`src/rtl/lwsram_pkg.sv`:
```
`timescale 1ns/1ps
package lwsram_pkg;
    typedef enum logic [1:0] {
        PH_IDLE  = 2'd0,
        PH_READ  = 2'd1,
        PH_WRITE = 2'd2
    } phase_e;

    typedef enum logic [2:0] {
        CMD_HOLD    = 3'd0,
        CMD_LOAD_RD = 3'd1,
        CMD_LOAD_WR = 3'd2,
        CMD_STOP    = 3'd3,
        CMD_CONT    = 3'd4,
        CMD_NOOP    = 3'd5
    } cmd_e;
endpackage

```
`src/rtl/lwsram_ctrl.sv`:
```
`timescale 1ns/1ps
module lwsram_ctrl
    import lwsram_pkg::*;
(
    input  logic   clk,
    input  logic   rst_n,
    input  logic   cen_n,
    input  logic   rw,
    input  logic   sel,
    input  logic   adv,
    output phase_e phase,
    output logic   burst_live,
    output logic   do_load,
    output logic   do_step,
    output logic   wr_commit,
    output logic   rd_drive
);
    cmd_e   cmd;
    phase_e phase_d;
    phase_e kind_q, kind_d;
    logic   live_d;

    // command decode for this edge
    always_comb begin
        if (cen_n)
            cmd = CMD_HOLD;
        else if (!adv)
            cmd = sel ? (rw ? CMD_LOAD_RD : CMD_LOAD_WR) : CMD_STOP;
        else
            cmd = burst_live ? CMD_CONT : CMD_NOOP;
    end

    // next-state logic
    always_comb begin
        phase_d = phase;
        kind_d  = kind_q;
        live_d  = burst_live;
        unique case (cmd)
            CMD_HOLD: begin
            end
            CMD_LOAD_RD: begin
                phase_d = PH_READ;
                kind_d  = PH_READ;
                live_d  = 1'b1;
            end
            CMD_LOAD_WR: begin
                phase_d = PH_WRITE;
                kind_d  = PH_WRITE;
                live_d  = 1'b1;
            end
            CMD_STOP: begin
                phase_d = PH_IDLE;
                live_d  = 1'b0;
            end
            CMD_CONT: begin
                phase_d = kind_q;
            end
            CMD_NOOP: begin
                phase_d = PH_IDLE;
            end
            default: begin
                phase_d = PH_IDLE;
            end
        endcase
    end

    // state register
    always_ff @(posedge clk or negedge rst_n) begin
        if (!rst_n) begin
            phase      <= PH_IDLE;
            kind_q     <= PH_IDLE;
            burst_live <= 1'b0;
        end else begin
            phase      <= phase_d;
            kind_q     <= kind_d;
            burst_live <= live_d;
        end
    end

    // outputs
    always_comb begin
        do_load   = (cmd == CMD_LOAD_RD) || (cmd == CMD_LOAD_WR);
        do_step   = (cmd == CMD_CONT);
        wr_commit = !cen_n && (phase == PH_WRITE);
        rd_drive  = (phase == PH_READ);
    end


    noop_idle_chk: assert property (@(posedge clk) disable iff (!rst_n)
        (!cen_n && adv && !burst_live) |=> (phase == PH_IDLE));


    cont_kind_chk: assert property (@(posedge clk) disable iff (!rst_n)
        (!cen_n && adv && burst_live) |=> (phase == $past(phase)) && (phase != PH_IDLE));
endmodule

```
`src/rtl/lwsram_burst_ctr.sv`:
```
`timescale 1ns/1ps
module lwsram_burst_ctr #(
    parameter int AW = 6
) (
    input  logic          clk,
    input  logic          rst_n,
    input  logic          load,
    input  logic          step,
    input  logic [AW-1:0] addr_in,
    output logic [AW-1:0] cmd_addr
);
    localparam int UW = AW - 2;

    logic [UW-1:0] upper_q;
    logic [1:0]    start_q;
    logic [1:0]    cnt_q;
    logic [1:0]    cnt_nx;

    assign cnt_nx = cnt_q + 2'd1;

    always_comb begin
        if (load)
            cmd_addr = addr_in;
        else
            cmd_addr = {upper_q, start_q ^ cnt_nx};
    end

    always_ff @(posedge clk or negedge rst_n) begin
        if (!rst_n) begin
            upper_q <= '0;
            start_q <= '0;
            cnt_q   <= '0;
        end else if (load) begin
            upper_q <= addr_in[AW-1:2];
            start_q <= addr_in[1:0];
            cnt_q   <= '0;
        end else if (step) begin
            cnt_q   <= cnt_nx;
        end
    end
endmodule

```
`src/rtl/lwsram_array.sv`:
```
`timescale 1ns/1ps
module lwsram_array #(
    parameter int AW     = 6,
    parameter int NLANES = 4,
    parameter int LANE_W = 9
) (
    input  logic                     clk,
    input  logic                     we,
    input  logic [AW-1:0]            waddr,
    input  logic [NLANES*LANE_W-1:0] wdata,
    input  logic [NLANES-1:0]        bw_n,
    input  logic [AW-1:0]            raddr,
    output logic [NLANES*LANE_W-1:0] rdata
);
    localparam int DEPTH = 1 << AW;

    for (genvar g = 0; g < NLANES; g++) begin : g_lane
        logic [LANE_W-1:0] lane_mem [DEPTH];

        always_ff @(posedge clk) begin
            if (we && !bw_n[g])
                lane_mem[waddr] <= wdata[g*LANE_W +: LANE_W];
        end

        assign rdata[g*LANE_W +: LANE_W] = lane_mem[raddr];
    end
endmodule

```
`src/rtl/lw_burst_sram.sv`:
```
`timescale 1ns/1ps
module lw_burst_sram
    import lwsram_pkg::*;
#(
    parameter int AW     = 6,
    parameter int NLANES = 4,
    parameter int LANE_W = 9
) (
    input  logic                     clk,
    input  logic                     rst_n,
    input  logic                     cen_n,
    input  logic                     rw,
    input  logic                     ce1_n,
    input  logic                     ce2_n,
    input  logic                     ce2,
    input  logic                     adv,
    input  logic [AW-1:0]            addr,
    input  logic [NLANES-1:0]        bw_n,
    input  logic [NLANES*LANE_W-1:0] wdata,
    output logic [NLANES*LANE_W-1:0] rdata,
    output logic                     rdata_oe
);
    localparam int DW = NLANES * LANE_W;

    logic          selected;
    phase_e        phase;
    logic          burst_live;
    logic          do_load;
    logic          do_step;
    logic          wr_commit;
    logic          rd_drive;
    logic [AW-1:0] cmd_addr;
    logic [AW-1:0] phase_addr;
    logic [DW-1:0] arr_rdata;

    assign selected = !ce1_n && !ce2_n && ce2;

    lwsram_ctrl u_ctrl (
        .clk        (clk),
        .rst_n      (rst_n),
        .cen_n      (cen_n),
        .rw         (rw),
        .sel        (selected),
        .adv        (adv),
        .phase      (phase),
        .burst_live (burst_live),
        .do_load    (do_load),
        .do_step    (do_step),
        .wr_commit  (wr_commit),
        .rd_drive   (rd_drive)
    );

    lwsram_burst_ctr #(.AW(AW)) u_ctr (
        .clk      (clk),
        .rst_n    (rst_n),
        .load     (do_load),
        .step     (do_step),
        .addr_in  (addr),
        .cmd_addr (cmd_addr)
    );

    // address of the pending data phase
    always_ff @(posedge clk or negedge rst_n) begin
        if (!rst_n)
            phase_addr <= '0;
        else if (do_load || do_step)
            phase_addr <= cmd_addr;
    end

    lwsram_array #(.AW(AW), .NLANES(NLANES), .LANE_W(LANE_W)) u_arr (
        .clk   (clk),
        .we    (wr_commit),
        .waddr (phase_addr),
        .wdata (wdata),
        .bw_n  (bw_n),
        .raddr (phase_addr),
        .rdata (arr_rdata)
    );

    assign rdata    = arr_rdata;
    assign rdata_oe = rd_drive;


    load_read_oe_chk: assert property (@(posedge clk) disable iff (!rst_n)
        (!cen_n && !adv && selected && rw) |=> rdata_oe);


    stop_hiz_chk: assert property (@(posedge clk) disable iff (!rst_n)
        (!cen_n && !adv && !selected) |=> !rdata_oe);


    suspend_hold_chk: assert property (@(posedge clk) disable iff (!rst_n)
        cen_n |=> $stable(rdata_oe) && $stable(rdata) && $stable(phase_addr));


    upper_keep_chk: assert property (@(posedge clk) disable iff (!rst_n)
        (!cen_n && adv && burst_live) |=>
            (phase_addr[AW-1:2] == $past(phase_addr[AW-1:2])) &&
            (phase_addr[1:0] != $past(phase_addr[1:0])));
endmodule

```
`config.mk`:
```
export PLATFORM = sky130hd
export DESIGN_NAME = lw_burst_sram
export DESIGN_NICKNAME = d
export VERILOG_FILES = /design/src/rtl/lwsram_pkg.sv /design/src/rtl/lwsram_ctrl.sv /design/src/rtl/lwsram_burst_ctr.sv /design/src/rtl/lwsram_array.sv /design/src/rtl/lw_burst_sram.sv
export SDC_FILE = /design/constraint.sdc
export NUM_CORES = 2
export LEC_CHECK = 0
export BUFFER_PORTS_ARGS = -buffer_cell sky130_fd_sc_hd__buf_2
export CAP_MARGIN = 20
export CORE_UTILIZATION = 35
export DETAILED_ROUTE_END_ITERATION = 10
export HOLD_SLACK_MARGIN = 0.03
export SYNTH_ARGS = -nofsm -noshare
export SYNTH_HDL_FRONTEND = slang
export SYNTH_HIERARCHICAL = 1
export SYNTH_SLANG_ARGS = --single-unit
export TNS_END_PERCENT = 20
```
`constraint.sdc`:
```
create_clock -name clk -period 3.1 [get_ports clk]
set_input_delay 0.465 -clock clk [delete_from_list [all_inputs] [get_ports clk]]
set_output_delay 0.465 -clock clk [all_outputs]
set_load 0.01 [all_outputs]
```
Yosys cells after proc, flatten, opt, wreduce, memory -nomap -nowiden
Memories as Yosys holds them, arrays and structs flattened.
Cells that the tools add are included.
Widths: inputs -> output; s select.

storage, ports and cells
  output and inout bits = 37
  logic and storage cells = 59
  memory bits (writable) = 2304
  register bits = 19
  memories kept = 4
  input bits = 54

cells by class
  equal/unequal tests = 6
  reduce and logical (&&, ||, !) cells = 21
  add/sub/neg operators = 1
  bitwise logic cells = 1
  mux-type cells = 19

memories
  memory                    depth  width  rd ports  clocked after Yosys merged registers in  write ports  line                source
  u_arr.g_lane[0].lane_mem  64     9      1         0                                        1            lwsram_array.sv:18  logic [LANE_W-1:0] lane_mem [DEPTH];
  u_arr.g_lane[1].lane_mem  64     9      1         0                                        1            lwsram_array.sv:18
  u_arr.g_lane[2].lane_mem  64     9      1         0                                        1            lwsram_array.sv:18
  u_arr.g_lane[3].lane_mem  64     9      1         0                                        1            lwsram_array.sv:18

operators by type and width
  cell                 count
  $mux 1               9
  $mux 3               3
  $pmux 2 s4           1
  $logic_and 1x1->1    7
  $logic_not 1->1      7
  $eq 3x2->1 const B   2
  $mux 2               3
  $mux 6               1
  $reduce_bool 2->1    3
  $pmux 2 s2           1
  $eq 3x1->1 const B   1
  $eq 3x3->1 const B   1
  $logic_not 3->1      1
  $add 2x1->2 const B  1
  $eq 2x1->1 const B   1
  $eq 2x2->1 const B   1
  $logic_or 1x1->1     2
  $pmux 1 s2           1
  $reduce_or 2->1      1
  $xor 2x2->2          1

Longest topological paths before layout
  word-level depth = 9
  depth in mapped cells = 10
  depth with buffers taken out = 6

Hierarchy
The synthesis kept the hierarchy.

modules (own cells, without submodules)
  module            area an instance (sq um)  times used  cells each  seq. area each (sq um)
  lwsram_array      88322.2                   1           4034        69186.4
  lwsram_burst_ctr  351.6                     1           28          200.2
  lwsram_ctrl       247.7                     1           22          125.1
  lw_burst_sram     236.5                     1           14          150.1

Least setup slack after synthesis
Ideal clock, no wire load.

  path kind = reg2out
  from = reg phase_addr[0]
  to = out rdata[15]
  path slack = 0.554 ns
  arrival = 2.081 ns
  data required time = 2.635 ns
  stages on the path, launching flop included = 10
  path buffers = 4
  path through = dfrtp_1 > buf_2 > buf_6 > buf_4 > buf_2 > mux4_2 > a221oi_1 > o21ai_0 > nand2_1 > nor2_1

between the ends
  cells in the longest elaborated chain, start to end = 1

ends and longest elaborated chain
  item                      line                 source
  start: declaration        lw_burst_sram.sv:33  logic [AW-1:0] phase_addr;
  start signal: assignment  lw_burst_sram.sv:67  phase_addr <= cmd_addr;
  $mem_v2 64x9              --
  end: declaration          lw_burst_sram.sv:20  output logic [NLANES*LANE_W-1:0] rdata,

Every way passes these cells.

Worst setup path after layout
  from = reg phase_addr[0]
  to = out rdata[14]

Same word-level chain as after synthesis.

==> results.md <==
- H-tree Lvls: 4
- Post-Syn Nets: 4152
- Clock sinks: 2323
- Synth async-reset ratio: 0.818%
- WL final: 260 mm
- Sum Neg Setup Slack: -27.35 ns
- Register-to-register setup slack: -0.03 ns
- Most common cell on crit path: buf_12
- Area delta synth->final: 24.0%
- Number of max-cap violations: 0
- Gp weighted congestion: 0.859
- Tot GR Track Use: 19.8%
- Leakage power: 35.4 nW
- Post-synth top area share: 77.6%
- Synth area leaders: edfxtp_1, mux4_2, nor2_1, o22ai_1, mux2i_1
- CP Class: reg2out
- Largest area contributor in the netlist: edfxtp_1
- CTS Buf Count: 223
- Nets: 5064
- Period Utilization, post-route: 128%
- Dpl hpwl: 168 mm
- First-pass GRT wire length: 358 mm
- FF+latch area: 69700 sq um
- Crit path arrival time: 3.49 ns
- Post-DR wirelength/cell: 30.3 um
- Yosys cell types: 52
- Slew HR: 24.7%
- GRT overflow: 0
- Clock Latency Late Sink: 0.86 ns
- DRT iter0 DRCs: 5785
- WP buf/inv: 7
- Fillers: 21600
- Via count: 47100
- Hold WS: 0.0771 ns
- Slew @ Worst Pin: 1.13 ns
- Crit path max-delay cell type: dfrtp_4
- Initial antenna violation count: 27
- Die height: 507 um
- Largest net degree at the start of global routing: 65
- Final WS setup: -0.858 ns
- Gate Count Post-Synth: 4098
- Delay of the slowest critical-path stage: 0.51 ns
- Crit-path max FO: 7
- Status: finished, violations left
- Failing checks: negative setup slack
- Crit path max-delay family: buffers and inverters
- Layout cells sized above 1: 39.6%
- Core Util, Final: 43.8%
- Number of synthesized flops with an enable pin: 2304
- Multi-input gate area: 20200 sq um
- F_max: 253 MHz
- Worst vdd ir: 539 uV
- Total number of yosys warnings: 6
- Final min period: 3.96 ns
- Initial Util: 35.3%
- Number of global-route vias before repair: 46000
- Unrepaired setup endpoints after global routing: yes
- DIE AREA: 257000 sq um
- Clock transition at path regs: 0.06 ns
- Top-level port count: 91
- Synth Register Bits: 2323
- Power, Total: 0.0962 W
- Slew Limit Fails: 0
- Clk_skew: 0.0586 ns
- FP Rows: 184
- Min-Delay Path Class: in2reg
- Worst EP required: 2.63 ns
- Buffers added on ports: 90
- Final ANT Viol Nets: 0
- Max Root-Sink Buffers: 3
- Total core area: 252000 sq um
- Mapped cell area: 89200 sq um
- Worst path cell trace: buf_12 > buf_12 > buf_12 > buf_16 > buf_16 > mux4_2 > o22ai_4 > nor4_4 > buf_4 > o22a_1 > buf_2
- Pre-Repair DR Iteration Count: 5
- Hold Vio Cnt, Final: 0
- Width of the die: 507 um
- CTS tree: yes
- Seq/Total Area, Yosys: 78.1%
- CP Capture Type: output pin
- Clock root buffer: clkbuf_16
- Drt drc: 0
- Avg Synthesized Cell Area: 21.8 sq um
- Via density: 5.50
- Power Density: 870 nW/um^2
- Main synth FF type: edfxtp_1
- Final Setup Violations: 40
- Type of origin of the critical path: flop
report_power, final:
group / total [W] / internal (W) / leakage (nW) / switching, W
clock: 0.0262 / 0.0143 / 3.43 / 0.0119
sequential: 0.0348 / 0.0346 / 20.9 / 0.000157
combinational: 0.0352 / 0.0172 / 11.0 / 0.0180
registers in the layout (all words and copies together), names as in the netlist:
register / count
u_ctr/cnt_q: 2
u_ctrl/kind_q: 2
u_arr/g_lane.lane_mem: 2304
u_ctr/start_q: 2
phase_addr: 6
u_ctrl/phase: 2
u_ctr/upper_q: 4
u_ctrl/burst_live: 1
worst paths after layout:
check	start	to	cells after the start
min reg2reg	u_ctrl/kind_q[0]	u_ctrl/kind_q[0]	1
min	wdata[11]	u_arr/g_lane[1].lane_mem[1][2]	1
max in group asynchronous	rst_n	phase_addr[2]	2
max	phase_addr[0]	rdata[14]	11
max reg2reg	phase_addr[1]	u_arr/g_lane[3].lane_mem[25][5]	9
min in group asynchronous	rst_n	phase_addr[0]	2
through the flow:
stage	instances	area (sq um)	setup WS, ns
finish	8566	111000	-0.858
global route	8552	111000	-0.950
CTS	8456	108000	-0.961
detailed placement	7992	99200	-0.623
global placement	7992	99200	-0.606
floorplan	4098	89200	0.554
routing by layer:
metal  wire length [um]  global-route usage [%]  vias up
met2             122000                    30.9     2270
met3              23500                    4.04      375
met4               9530                    6.91       16
met5                112                       0        -
met1             105000                    27.5    25400
li1                   -                       -    19100
timing repair:
| action | 4_1_cts | 5_1_grt |
|---|---|---|
| hold buffers | 13 | 8 |
| resized for setup | 205 | 248 |
| endpoints found under the hold margin | 63 | 87 |
| setup buffers | 34 | 69 |
| gates cloned | 4 | 18 |
| setup endpoints to repair | 36 | 143 |
| pin swaps | 20 | 57 |
synthesized netlist by cell type (4+ instances only):
library cell / n
dfrtp_1: 19
clkbuf_1: 116
nor3b_1: 8
nand2_1: 120
nor3_1: 21
a21oi_1: 36
o21ai_0: 29
mux2_2: 35
mux2i_1: 84
buf_4: 27
and3b_1: 4
buf_1: 29
nor4_1: 25
a2bb2oi_1: 11
nor2b_1: 16
nand2b_1: 16
o22ai_1: 155
edfxtp_1: 2304
a221oi_1: 21
nor2_1: 298
o22a_1: 14
mux4_2: 564
a211oi_1: 10
buf_2: 68
o221ai_1: 17
a2111oi_0: 10
cell type report:
cell class	instances	area share [%]
sequential	2323	63.0
clock buffer	280	5.26
inverter	4	0.0136
antenna	18	0.0407
clock inverter	135	1.11
multi-input combinational	1528	18.3
tap	3348	3.79
timing repair buffer	930	8.46
placed cells by master, fill, tap and decap left out, types with 10 or more instances in the layout:
cell type      synthesis  final
clkbuf_1             116     56
diode_2                0     18
nor2_1               298    289
nand2_1              120     99
clkbuf_16              0    241
dlygate4sd3_1          0     21
mux4_2               564    564
buf_16                 0     25
mux2i_2                0     13
o22ai_1              155     66
bufinv_16              0     11
nor2b_1               16     14
nor3_1                21     16
buf_8                  0     12
o21ai_0               29     22
clkinv_1               0     53
a221oi_2               0     10
o22ai_4                0     21
edfxtp_1            2304   2304
buf_4                 27    609
nand2_2                0     20
buf_2                 68     73
o221ai_1              17     14
mux2i_1               84     65
o22ai_2                0     68
mux2_2                35     31
nor4_4                 0     20
buf_6                  3     64
dfrtp_1               19     13
a21oi_1               36     30
clkinv_16              0     11
clkinv_2               0     47
buf_12                 0    108
cell families (layout without fill, tap and decap cells):
logic type	after synthesis	after routing	synth area share, %
flip-flops	2323	2323	78.1
XOR/XNOR	3	3	0.0449
other	0	18	0
AND/OR/NAND/NOR	528	528	2.55
buffers and inverters	247	1349	1.27
AO/OA/AOI/OAI	313	313	2.35
multiplexers	684	684	15.6
Power figures use the tool's default switching activity.
